$ cat src/rtl/nand_seq_pkg.sv
package nand_seq_pkg;
  localparam int CW_START  = 31;
  localparam int CW_LEAD   = 30;
  localparam int CW_ADDR   = 29;
  localparam int CW_DATA   = 28;
  localparam int CW_SEND   = 27;
  localparam int CW_RECV   = 26;
  localparam int CW_TRAIL  = 25;
  localparam int CW_LATE   = 24;
  localparam int CW_READY  = 16;

  localparam logic [3:0] RI_CTRL   = 4'd0;
  localparam logic [3:0] RI_STAT   = 4'd1;
  localparam logic [3:0] RI_IEN    = 4'd2;
  localparam logic [3:0] RI_TIME   = 4'd3;
  localparam logic [3:0] RI_LEAD   = 4'd4;
  localparam logic [3:0] RI_TRAIL  = 4'd5;
  localparam logic [3:0] RI_ADRLO  = 4'd6;
  localparam logic [3:0] RI_ADRHI  = 4'd7;
  localparam logic [3:0] RI_RESP   = 4'd8;
  localparam logic [3:0] RI_MATCH  = 4'd9;

  typedef enum logic [2:0] {
    PH_NONE, PH_LEAD, PH_ADDR, PH_TRAILA, PH_DATA, PH_TRAILB, PH_WAIT, PH_END
  } phase_e;

  typedef enum logic [3:0] {
    ST_IDLE, ST_SETUP, ST_WLOW, ST_WHIGH, ST_RLOW, ST_RHIGH, ST_GAP, ST_WB, ST_BUSY
  } state_e;

  typedef struct packed {
    logic       busy;
    phase_e     phase;
    logic [3:0] idx;
    logic       capture;
    logic       doneSet;
  } seq_ctl_t;
endpackage

$ cat src/rtl/nand_seq_ctrl.sv
module nand_seq_ctrl
  import nand_seq_pkg::*;
#(
  parameter int TIMER_W = 5
) (
  input  logic        clk,
  input  logic        rstN,
  input  logic        start,
  input  logic        abort,
  input  logic [31:0] cmdWord,
  input  logic [31:0] timing,
  input  logic        pollMode,
  input  logic        pollMatch,
  input  logic        rbPin,
  output seq_ctl_t    ctl,
  output logic        weN,
  output logic        reN,
  output logic        cle,
  output logic        ale,
  output logic        dqOe
);
  state_e state;
  phase_e phase, nxtPh, launchPh;
  logic [TIMER_W-1:0] cnt, launchCnt;
  logic [3:0] idx, lastIdx;
  logic [7:0] phEn;
  state_e launchState;
  logic advance, cntZero, writeOn, cmdPh;

  function automatic logic [TIMER_W-1:0] fld(input logic [3:0] f, input int add);
    return TIMER_W'(f) + TIMER_W'(add);
  endfunction

  always_comb begin
    phEn = '0;
    phEn[PH_LEAD]   = cmdWord[CW_LEAD];
    phEn[PH_ADDR]   = cmdWord[CW_ADDR];
    phEn[PH_TRAILA] = cmdWord[CW_TRAIL] & ~cmdWord[CW_LATE];
    phEn[PH_DATA]   = cmdWord[CW_DATA] & (cmdWord[CW_SEND] | cmdWord[CW_RECV]);
    phEn[PH_TRAILB] = cmdWord[CW_TRAIL] & cmdWord[CW_LATE];
    phEn[PH_WAIT]   = cmdWord[CW_READY];
    phEn[PH_END]    = 1'b1;
    nxtPh = PH_END;
    for (int p = 7; p >= 1; p--) begin
      if (phEn[p] && p > int'(phase)) nxtPh = phase_e'(3'(p));
    end
  end

  always_comb begin
    case (phase)
      PH_LEAD: lastIdx = {2'b00, cmdWord[5:4]};
      PH_ADDR: lastIdx = cmdWord[3:0];
      PH_DATA: lastIdx = (cmdWord[23:20] > 4'd3) ? 4'd3 : cmdWord[23:20];
      default: lastIdx = 4'd0;
    endcase
  end

  always_comb begin
    launchPh = nxtPh;
    case (nxtPh)
      PH_LEAD, PH_ADDR, PH_TRAILA, PH_TRAILB: begin
        launchState = ST_WLOW; launchCnt = fld(timing[3:0], 0);
      end
      PH_DATA: begin
        launchState = ST_GAP;
        launchCnt = cmdWord[CW_SEND] ? fld(timing[31:28], 2) : fld(timing[27:24], 2);
      end
      PH_WAIT: begin launchState = ST_WB; launchCnt = fld(timing[19:16], 0); end
      default: begin launchState = ST_IDLE; launchCnt = '0; end
    endcase
  end

  assign cntZero = (cnt == '0);
  always_comb begin
    case (state)
      ST_SETUP: advance = cntZero;
      ST_WHIGH: advance = cntZero && (idx == lastIdx);
      ST_RHIGH: advance = cntZero && ((phase == PH_DATA) ? (idx == lastIdx) : pollMatch);
      ST_BUSY:  advance = rbPin;
      default:  advance = 1'b0;
    endcase
  end

  always_ff @(posedge clk or negedge rstN) begin
    if (!rstN) begin
      state <= ST_IDLE; phase <= PH_NONE; cnt <= '0; idx <= '0;
    end else if (abort) begin
      state <= ST_IDLE; phase <= PH_NONE; cnt <= '0; idx <= '0;
    end else if (advance) begin
      state <= launchState; phase <= launchPh; cnt <= launchCnt; idx <= '0;
    end else begin
      if (!cntZero) cnt <= cnt - 1'b1;
      case (state)
        ST_IDLE: if (start) begin
          state <= ST_SETUP; phase <= PH_NONE; cnt <= fld(timing[23:20], 1);
        end
        ST_WLOW: if (cntZero) begin state <= ST_WHIGH; cnt <= fld(timing[7:4], 0); end
        ST_WHIGH: if (cntZero) begin
          idx <= idx + 1'b1; state <= ST_WLOW; cnt <= fld(timing[3:0], 0);
        end
        ST_GAP: if (cntZero) begin
          state <= cmdWord[CW_SEND] ? ST_WLOW : ST_RLOW;
          cnt <= cmdWord[CW_SEND] ? fld(timing[3:0], 0) : fld(timing[11:8], 0);
        end
        ST_RLOW: if (cntZero) begin state <= ST_RHIGH; cnt <= fld(timing[15:12], 0); end
        ST_RHIGH: if (cntZero) begin
          if (phase == PH_DATA) idx <= idx + 1'b1;
          state <= ST_RLOW; cnt <= fld(timing[11:8], 0);
        end
        ST_WB: if (cntZero) begin
          state <= pollMode ? ST_RLOW : ST_BUSY;
          cnt <= pollMode ? fld(timing[11:8], 0) : '0;
        end
        default: ;
      endcase
    end
  end

  assign writeOn = (state == ST_WLOW) || (state == ST_WHIGH);
  assign cmdPh   = (phase == PH_LEAD) || (phase == PH_TRAILA) || (phase == PH_TRAILB);
  assign weN  = !(state == ST_WLOW);
  assign reN  = !(state == ST_RLOW);
  assign cle  = writeOn && cmdPh;
  assign ale  = writeOn && (phase == PH_ADDR);
  assign dqOe = writeOn;

  assign ctl.busy    = (state != ST_IDLE);
  assign ctl.phase   = phase;
  assign ctl.idx     = idx;
  assign ctl.capture = (state == ST_RLOW) && cntZero;
  assign ctl.doneSet = advance && (nxtPh == PH_END);

  assert_latch_excl_R14: assert property (@(posedge clk) disable iff (!rstN) !(cle && ale));
  assert_strobe_excl_R14: assert property (@(posedge clk) disable iff (!rstN) !(!weN && !reN));
  assert_abort_idle_R13: assert property (@(posedge clk) disable iff (!rstN)
    abort |=> (weN && reN && !cle && !ale && !ctl.busy));
  assert_idle_quiet_R1: assert property (@(posedge clk) disable iff (!rstN)
    !ctl.busy |-> (weN && reN && !cle && !ale && !dqOe));
endmodule

$ cat src/rtl/nand_seq_datapath.sv
module nand_seq_datapath
  import nand_seq_pkg::*;
#(
  parameter int CE_W       = 8,
  parameter int RESP_BYTES = 4
) (
  input  logic            clk,
  input  logic            rstN,
  input  logic            regWe,
  input  logic [3:0]      regAddr,
  input  logic [31:0]     regWdata,
  output logic [31:0]     regRdata,
  input  seq_ctl_t        ctl,
  input  logic [7:0]      dqIn,
  output logic [7:0]      dqOut,
  output logic [CE_W-1:0] ceN,
  output logic            irq,
  output logic            start,
  output logic            abort,
  output logic [31:0]     cmdWord,
  output logic [31:0]     timing,
  output logic            pollMode,
  output logic            pollMatch
);
  logic [31:0] leadReg, trailReg, adrLo, adrHi, matchReg;
  logic [1:0]  ienReg;
  logic        doneFlag;
  logic [7:0]  statusByte;
  logic [7:0]  respLane [RESP_BYTES];
  logic [31:0] respWord;
  logic [CE_W-1:0] ceRaw, cePick;
  logic [63:0] adrBus;
  logic wrCtrl;

  assign wrCtrl = regWe && (regAddr == RI_CTRL);
  assign start  = wrCtrl && regWdata[CW_START] && !ctl.busy;
  assign abort  = wrCtrl && (regWdata == '0) && ctl.busy;

  always_ff @(posedge clk or negedge rstN) begin
    if (!rstN) begin
      cmdWord <= '0; timing <= '0; leadReg <= '0; trailReg <= '0;
      adrLo <= '0; adrHi <= '0; matchReg <= '0; ienReg <= '0; doneFlag <= 1'b0;
      statusByte <= '0;
    end else begin
      if (wrCtrl && !ctl.busy) cmdWord <= regWdata;
      if (regWe) begin
        case (regAddr)
          RI_IEN:   ienReg   <= regWdata[1:0];
          RI_TIME:  timing   <= regWdata;
          RI_LEAD:  leadReg  <= regWdata;
          RI_TRAIL: trailReg <= regWdata;
          RI_ADRLO: adrLo    <= regWdata;
          RI_ADRHI: adrHi    <= regWdata;
          RI_MATCH: matchReg <= regWdata;
          default: ;
        endcase
      end
      if (ctl.doneSet) doneFlag <= 1'b1;
      else if (regWe && regAddr == RI_STAT && regWdata[0]) doneFlag <= 1'b0;
      if (ctl.capture && ctl.phase != PH_DATA) statusByte <= dqIn;
    end
  end

  for (genvar b = 0; b < RESP_BYTES; b++) begin : g_resp
    always_ff @(posedge clk or negedge rstN) begin
      if (!rstN) respLane[b] <= '0;
      else if (ctl.capture && ctl.phase == PH_DATA && ctl.idx == 4'(b)) respLane[b] <= dqIn;
      else if (regWe && regAddr == RI_RESP) respLane[b] <= regWdata[b*8 +: 8];
    end
    assign respWord[b*8 +: 8] = respLane[b];
  end

  assign ceRaw = cmdWord[8 +: CE_W];
  always_comb begin
    cePick = '0;
    for (int i = CE_W - 1; i >= 0; i--) if (ceRaw[i]) cePick = CE_W'(1) << i;
  end
  assign ceN = ctl.busy ? ~cePick : '1;

  assign adrBus = {adrHi, adrLo};
  always_comb begin
    case (ctl.phase)
      PH_LEAD:             dqOut = leadReg[{ctl.idx[1:0], 3'b000} +: 8];
      PH_ADDR:             dqOut = adrBus[{ctl.idx[2:0], 3'b000} +: 8];
      PH_TRAILA, PH_TRAILB: dqOut = trailReg[7:0];
      PH_DATA:             dqOut = respWord[{ctl.idx[1:0], 3'b000} +: 8];
      default:             dqOut = '0;
    endcase
  end

  assign pollMode  = (matchReg[31:24] != '0) || (matchReg[15:8] != '0);
  assign pollMatch = ((statusByte & matchReg[31:24]) == matchReg[23:16]) &&
                     ((statusByte & matchReg[15:8]) == matchReg[7:0]);
  assign irq = doneFlag && ienReg[0] && ienReg[1];

  always_comb begin
    case (regAddr)
      RI_CTRL:  regRdata = {ctl.busy, cmdWord[30:0]};
      RI_STAT:  regRdata = {31'd0, doneFlag};
      RI_IEN:   regRdata = {30'd0, ienReg};
      RI_TIME:  regRdata = timing;
      RI_LEAD:  regRdata = leadReg;
      RI_TRAIL: regRdata = trailReg;
      RI_ADRLO: regRdata = adrLo;
      RI_ADRHI: regRdata = adrHi;
      RI_RESP:  regRdata = respWord;
      RI_MATCH: regRdata = matchReg;
      default:  regRdata = '0;
    endcase
  end

  assert_one_enable_R4: assert property (@(posedge clk) disable iff (!rstN) $onehot0(~ceN));
  assert_done_sets_R11: assert property (@(posedge clk) disable iff (!rstN) ctl.doneSet |=> doneFlag);
  assert_irq_gated_R11: assert property (@(posedge clk) disable iff (!rstN)
    irq |-> (doneFlag && ienReg == 2'b11));
  assert_start_busy_R12: assert property (@(posedge clk) disable iff (!rstN) start |=> ctl.busy);
endmodule

$ cat src/rtl/nand_cmd_seq.sv
module nand_cmd_seq
  import nand_seq_pkg::*;
#(
  parameter int CE_W       = 8,
  parameter int RESP_BYTES = 4,
  parameter int TIMER_W    = 5
) (
  input  logic            clk,
  input  logic            rstN,
  input  logic            regWe,
  input  logic [3:0]      regAddr,
  input  logic [31:0]     regWdata,
  output logic [31:0]     regRdata,
  output logic            irq,
  output logic [CE_W-1:0] ceN,
  output logic            cle,
  output logic            ale,
  output logic            weN,
  output logic            reN,
  output logic [7:0]      dqOut,
  output logic            dqOe,
  input  logic [7:0]      dqIn,
  input  logic            rbPin
);
  seq_ctl_t    ctl;
  logic        start, abort, pollMode, pollMatch;
  logic [31:0] cmdWord, timing;

  nand_seq_ctrl #(.TIMER_W(TIMER_W)) u_ctrl (
    .clk(clk), .rstN(rstN), .start(start), .abort(abort), .cmdWord(cmdWord),
    .timing(timing), .pollMode(pollMode), .pollMatch(pollMatch), .rbPin(rbPin),
    .ctl(ctl), .weN(weN), .reN(reN), .cle(cle), .ale(ale), .dqOe(dqOe)
  );

  nand_seq_datapath #(.CE_W(CE_W), .RESP_BYTES(RESP_BYTES)) u_dp (
    .clk(clk), .rstN(rstN), .regWe(regWe), .regAddr(regAddr), .regWdata(regWdata),
    .regRdata(regRdata), .ctl(ctl), .dqIn(dqIn), .dqOut(dqOut), .ceN(ceN), .irq(irq),
    .start(start), .abort(abort), .cmdWord(cmdWord), .timing(timing),
    .pollMode(pollMode), .pollMatch(pollMatch)
  );
endmodule

$ cat config.mk
export PLATFORM = sky130hd
export DESIGN_NAME = nand_cmd_seq
export DESIGN_NICKNAME = d
export VERILOG_FILES = /design/src/rtl/nand_seq_pkg.sv /design/src/rtl/nand_seq_ctrl.sv /design/src/rtl/nand_seq_datapath.sv /design/src/rtl/nand_cmd_seq.sv
export SDC_FILE = /design/constraint.sdc
export NUM_CORES = 1
export LEC_CHECK = 0
export ABC_AREA = 1
export CAP_MARGIN = 20
export CORE_MARGIN = 2
export CORE_UTILIZATION = 40
export CTS_CLUSTER_DIAMETER = 30
export DETAILED_ROUTE_END_ITERATION = 12
export PLACE_DENSITY_LB_ADDON = 0.12
export SLEW_MARGIN = 25
export SYNTH_ARGS = -nofsm -noshare
export SYNTH_HDL_FRONTEND = slang
export SYNTH_HIERARCHICAL = 1
export SYNTH_SLANG_ARGS = --single-unit
$ cat constraint.sdc
create_clock -name clk -period 2.7 [get_ports clk]
set_input_delay 0.54 -clock clk [delete_from_list [all_inputs] [get_ports clk]]
set_output_delay 0.54 -clock clk [all_outputs]
set_load 0.02 [all_outputs]
==> impl_results.md <==
- Reg-to-Reg End: u_ctrl/state[2]$_DFFE_PN0P_
- Max Slew Vio Count: 0
- Fin crit share: 104.1%
- Core area: ~39000 µm²
- Synth Cell Area: roughly 16000 µm²
- All-Layer GR Usage: between 30% and 40%
- Syn-to-layout area delta: 38.71%
- Failing checks: setup timing
- Dpl cells: around 2800
- Post-route cell area: roughly 22000 µm²
- CTS tree: built
- Crit path max fanout: 6
- Crit path arrival time: roughly 2300 ps
- First-pass GRT wire length: 99860 µm
- Root buffer cell: clkbuf_16
- Final Setup Violations: 8
- Logic pwr share: between 20% and 30%
- Crit path launch type: flip-flop
- Internal power: around 14000 µW
- Clk pwr share: roughly two fifths
- Sequential power share: around 29%
- Fmax: about 0.36 GHz
- Starting Density: between 40 and 50%
- Num ports: between 100 and 150
- Cts bufs inserted: 76
- Overall power: between 20000 and 25000 µW
- Clk Latency, worst-skew pair: 600 ps
- Sw Ratio: between 30% and 40%
- Hpwl dp: about 51000 µm
- Gate Count Post-Synth: between 2000 and 2500
- Die area: about 40000 µm²
- Routed wire length: 66800 µm
- Clock slew seen by the registers of the worst setup and hold paths: ~40 ps
- GRT overflow: 0
- Static Leak: roughly 0.011 µW
- Initial DRC Count: approximately 1500
- Slowest cell delay on critical path: between 500 and 600 ps
- Ys Warns: 6
- DR vias/cell: 5.420
- Max IR drop VDD: about 560 µV
- DR WL/cell: between 20 and 25 µm
- WP data required: around 2200 ps
- Unrepaired setup endpoints after global routing: yes
- Max-cap violations: 0
- DR DRC count: 0
- CP max-delay cell: dfrtp_2
- Net Sw Power: between 7000 and 8000 µW
- Dpl cell area: between 15000 and 20000 µm²
- Worst r2r path cells: 14
- Final setup margin: -111.1 ps
- Longest Clk Path Bufs: 3
- Hold Slack: 439.6 ps
- Setup Skew: roughly 14 ps
- DP Worst Slack: -913.7 ps
- Initial antenna violation count: 0
- Largest net degree at the start of global routing: 73
- Die W: ~200 µm
- Crit Reg-Reg Startpoint: u_dp/statusByte[6]$_DFFE_PN0P_
- R2R Setup Slk: around 230 ps
- Final hold vios: 0
- Pwr dens: 1001 nW/µm²
- Die height: between 200 and 250 µm
- Syn Area/Cell: 7.458 µm²
- CP endpoint kind: primary output
- Global placer's final weighted congestion: roughly 0.96
- First drt pass iteration count: 6
- Minimum clock period: ~2800 ps
- Hold crit path type: primary input to asynchronous set/reset pin
- Slew @ Worst Pin: 608.1 ps
- TritonCTS Sinks: 282
- Antenna viol nets, final: 0
- H-tree levels: 3
- Status: finished, violations left
- Share of cells above drive strength 1: a little under a quarter
- Fin cells: a little under 3000
- Max-slew headroom: 59.40%
- Port buffer count: approximately 100
- Worst-path cell chain: inv_2 > nand2_2 > buf_4 > o21ai_0 > o21ai_2 > nand2_1 > nand3_2 > buf_6
- Nets: about 2500
- Worst Path Class, Setup: flip-flop to primary output
- Vias in the first global route: between 15000 and 20000
- Mapped Nets: 2156
- Via count: approximately 16000
- # rows: 72
[power by group through the flow]
stage	clock network [µW]	registers, µW	logic, µW
2_1_floorplan	0	5890	3430
3_3_place_gp	0	6340	5910
3_5_place_dp	0	6350	5950
4_1_cts	9150	6310	6090
5_1_grt	9420	6460	6960
6_report	9050	6360	6390
[placed cells by master (no fill, tap or decap), types with 13 or more instances in the layout]
| cell | count |
|---|---|
| clkbuf_16 | 77 |
| clkbuf_8 | 13 |
| nor2_2 | 20 |
| nand3_2 | 29 |
| o21ai_1 | 81 |
| inv_2 | 13 |
| nand2_2 | 23 |
| buf_2 | 22 |
| a21oi_1 | 52 |
| buf_12 | 28 |
| o21ai_0 | 214 |
| nand3b_1 | 14 |
| clkinv_2 | 17 |
| dfrtp_1 | 278 |
| nor2_4 | 15 |
| o21ai_2 | 34 |
| nand2_1 | 644 |
| buf_4 | 177 |
| buf_6 | 16 |
| inv_1 | 154 |
| nand4_1 | 33 |
| nor2_1 | 85 |
| nand3_1 | 192 |
| nand2_4 | 15 |
| clkdlybuf4s50_1 | 43 |
| xor2_1 | 17 |
[critical path, delay by kind of cell, from the launching register on]
kind	cells	cell delay, ps
compound gates	2	370
flops	1	510
buf+inv	3	450
simple gates	3	340
[flip-flops by register name, indices dropped and copies added, names as in the netlist]
register         cells
u_ctrl/idx           4
u_dp/trailReg       32
u_dp/statusByte      8
u_dp/doneFlag        1
u_dp/adrLo          32
u_dp/timing         32
u_dp/leadReg        32
u_ctrl/cnt           5
u_ctrl/state         4
u_dp/ienReg          2
u_dp/cmdWord        31
u_dp/matchReg       32
u_dp/adrHi          32
u_dp/respLane       32
u_ctrl/phase         3
[worst max path at each step]
stage,startpoint,endpoint,slack (ps),cells after the start
after global placement,regAddr[1],regRdata[19],-930,9
final,u_ctrl/idx[1]$_DFFE_PN0P_,dqOut[3],-110,8
after detailed placement,regAddr[1],regRdata[19],-910,9
after CTS,u_ctrl/idx[0]$_DFFE_PN0P_,dqOut[6],-170,10
after floorplan,u_ctrl/state[1]$_DFFE_PN0P_,u_ctrl/state[1]$_DFFE_PN0P_,520,11
after global routing,u_ctrl/idx[1]$_DFFE_PN0P_,dqOut[6],-160,10
[layer usage]
metal	vias to the layer above	part of all wire (%)	GRT usage [%]
met5	-	0	0
met4	0	4.0	13.52
met3	131	6.2	4.982
met2	667	46	52.07
met1	7782	43	45.34
li1	7567	-	-
[area by class of cell]
| class | count | area (µm²) |
|---|---|---|
| fill | 3629 | 16880 |
| multi-input combinational | 1548 | 7853 |
| sequential | 282 | 7062 |
| timing repair buffer | 316 | 2904 |
| clock buffer | 98 | 2115 |
| inverter | 178 | 703.2 |
| tap | 518 | 648.1 |
| clock inverter | 38 | 480.5 |
| antenna | 1 | 2.502 |
[through the flow]
stage / TNS (ps) / util, %
detailed placement: -28190 / 48.19
global placement: -27480 / 48.19
CTS: -799.2 / 55.60
global route: -1092 / 56.32
floorplan: 0 / -
finish: -615.9 / 56.32
[what timing repair did]
action,4_1_cts,5_1_grt
hold buffers,1,0
endpoints found under the hold margin,41,0
setup endpoints to repair,51,40
pin swaps,17,29
gates cloned,0,1
buffers inserted,8,2
resized for setup,250,124
No activity file was read; power rests on OpenSTA's default activity.
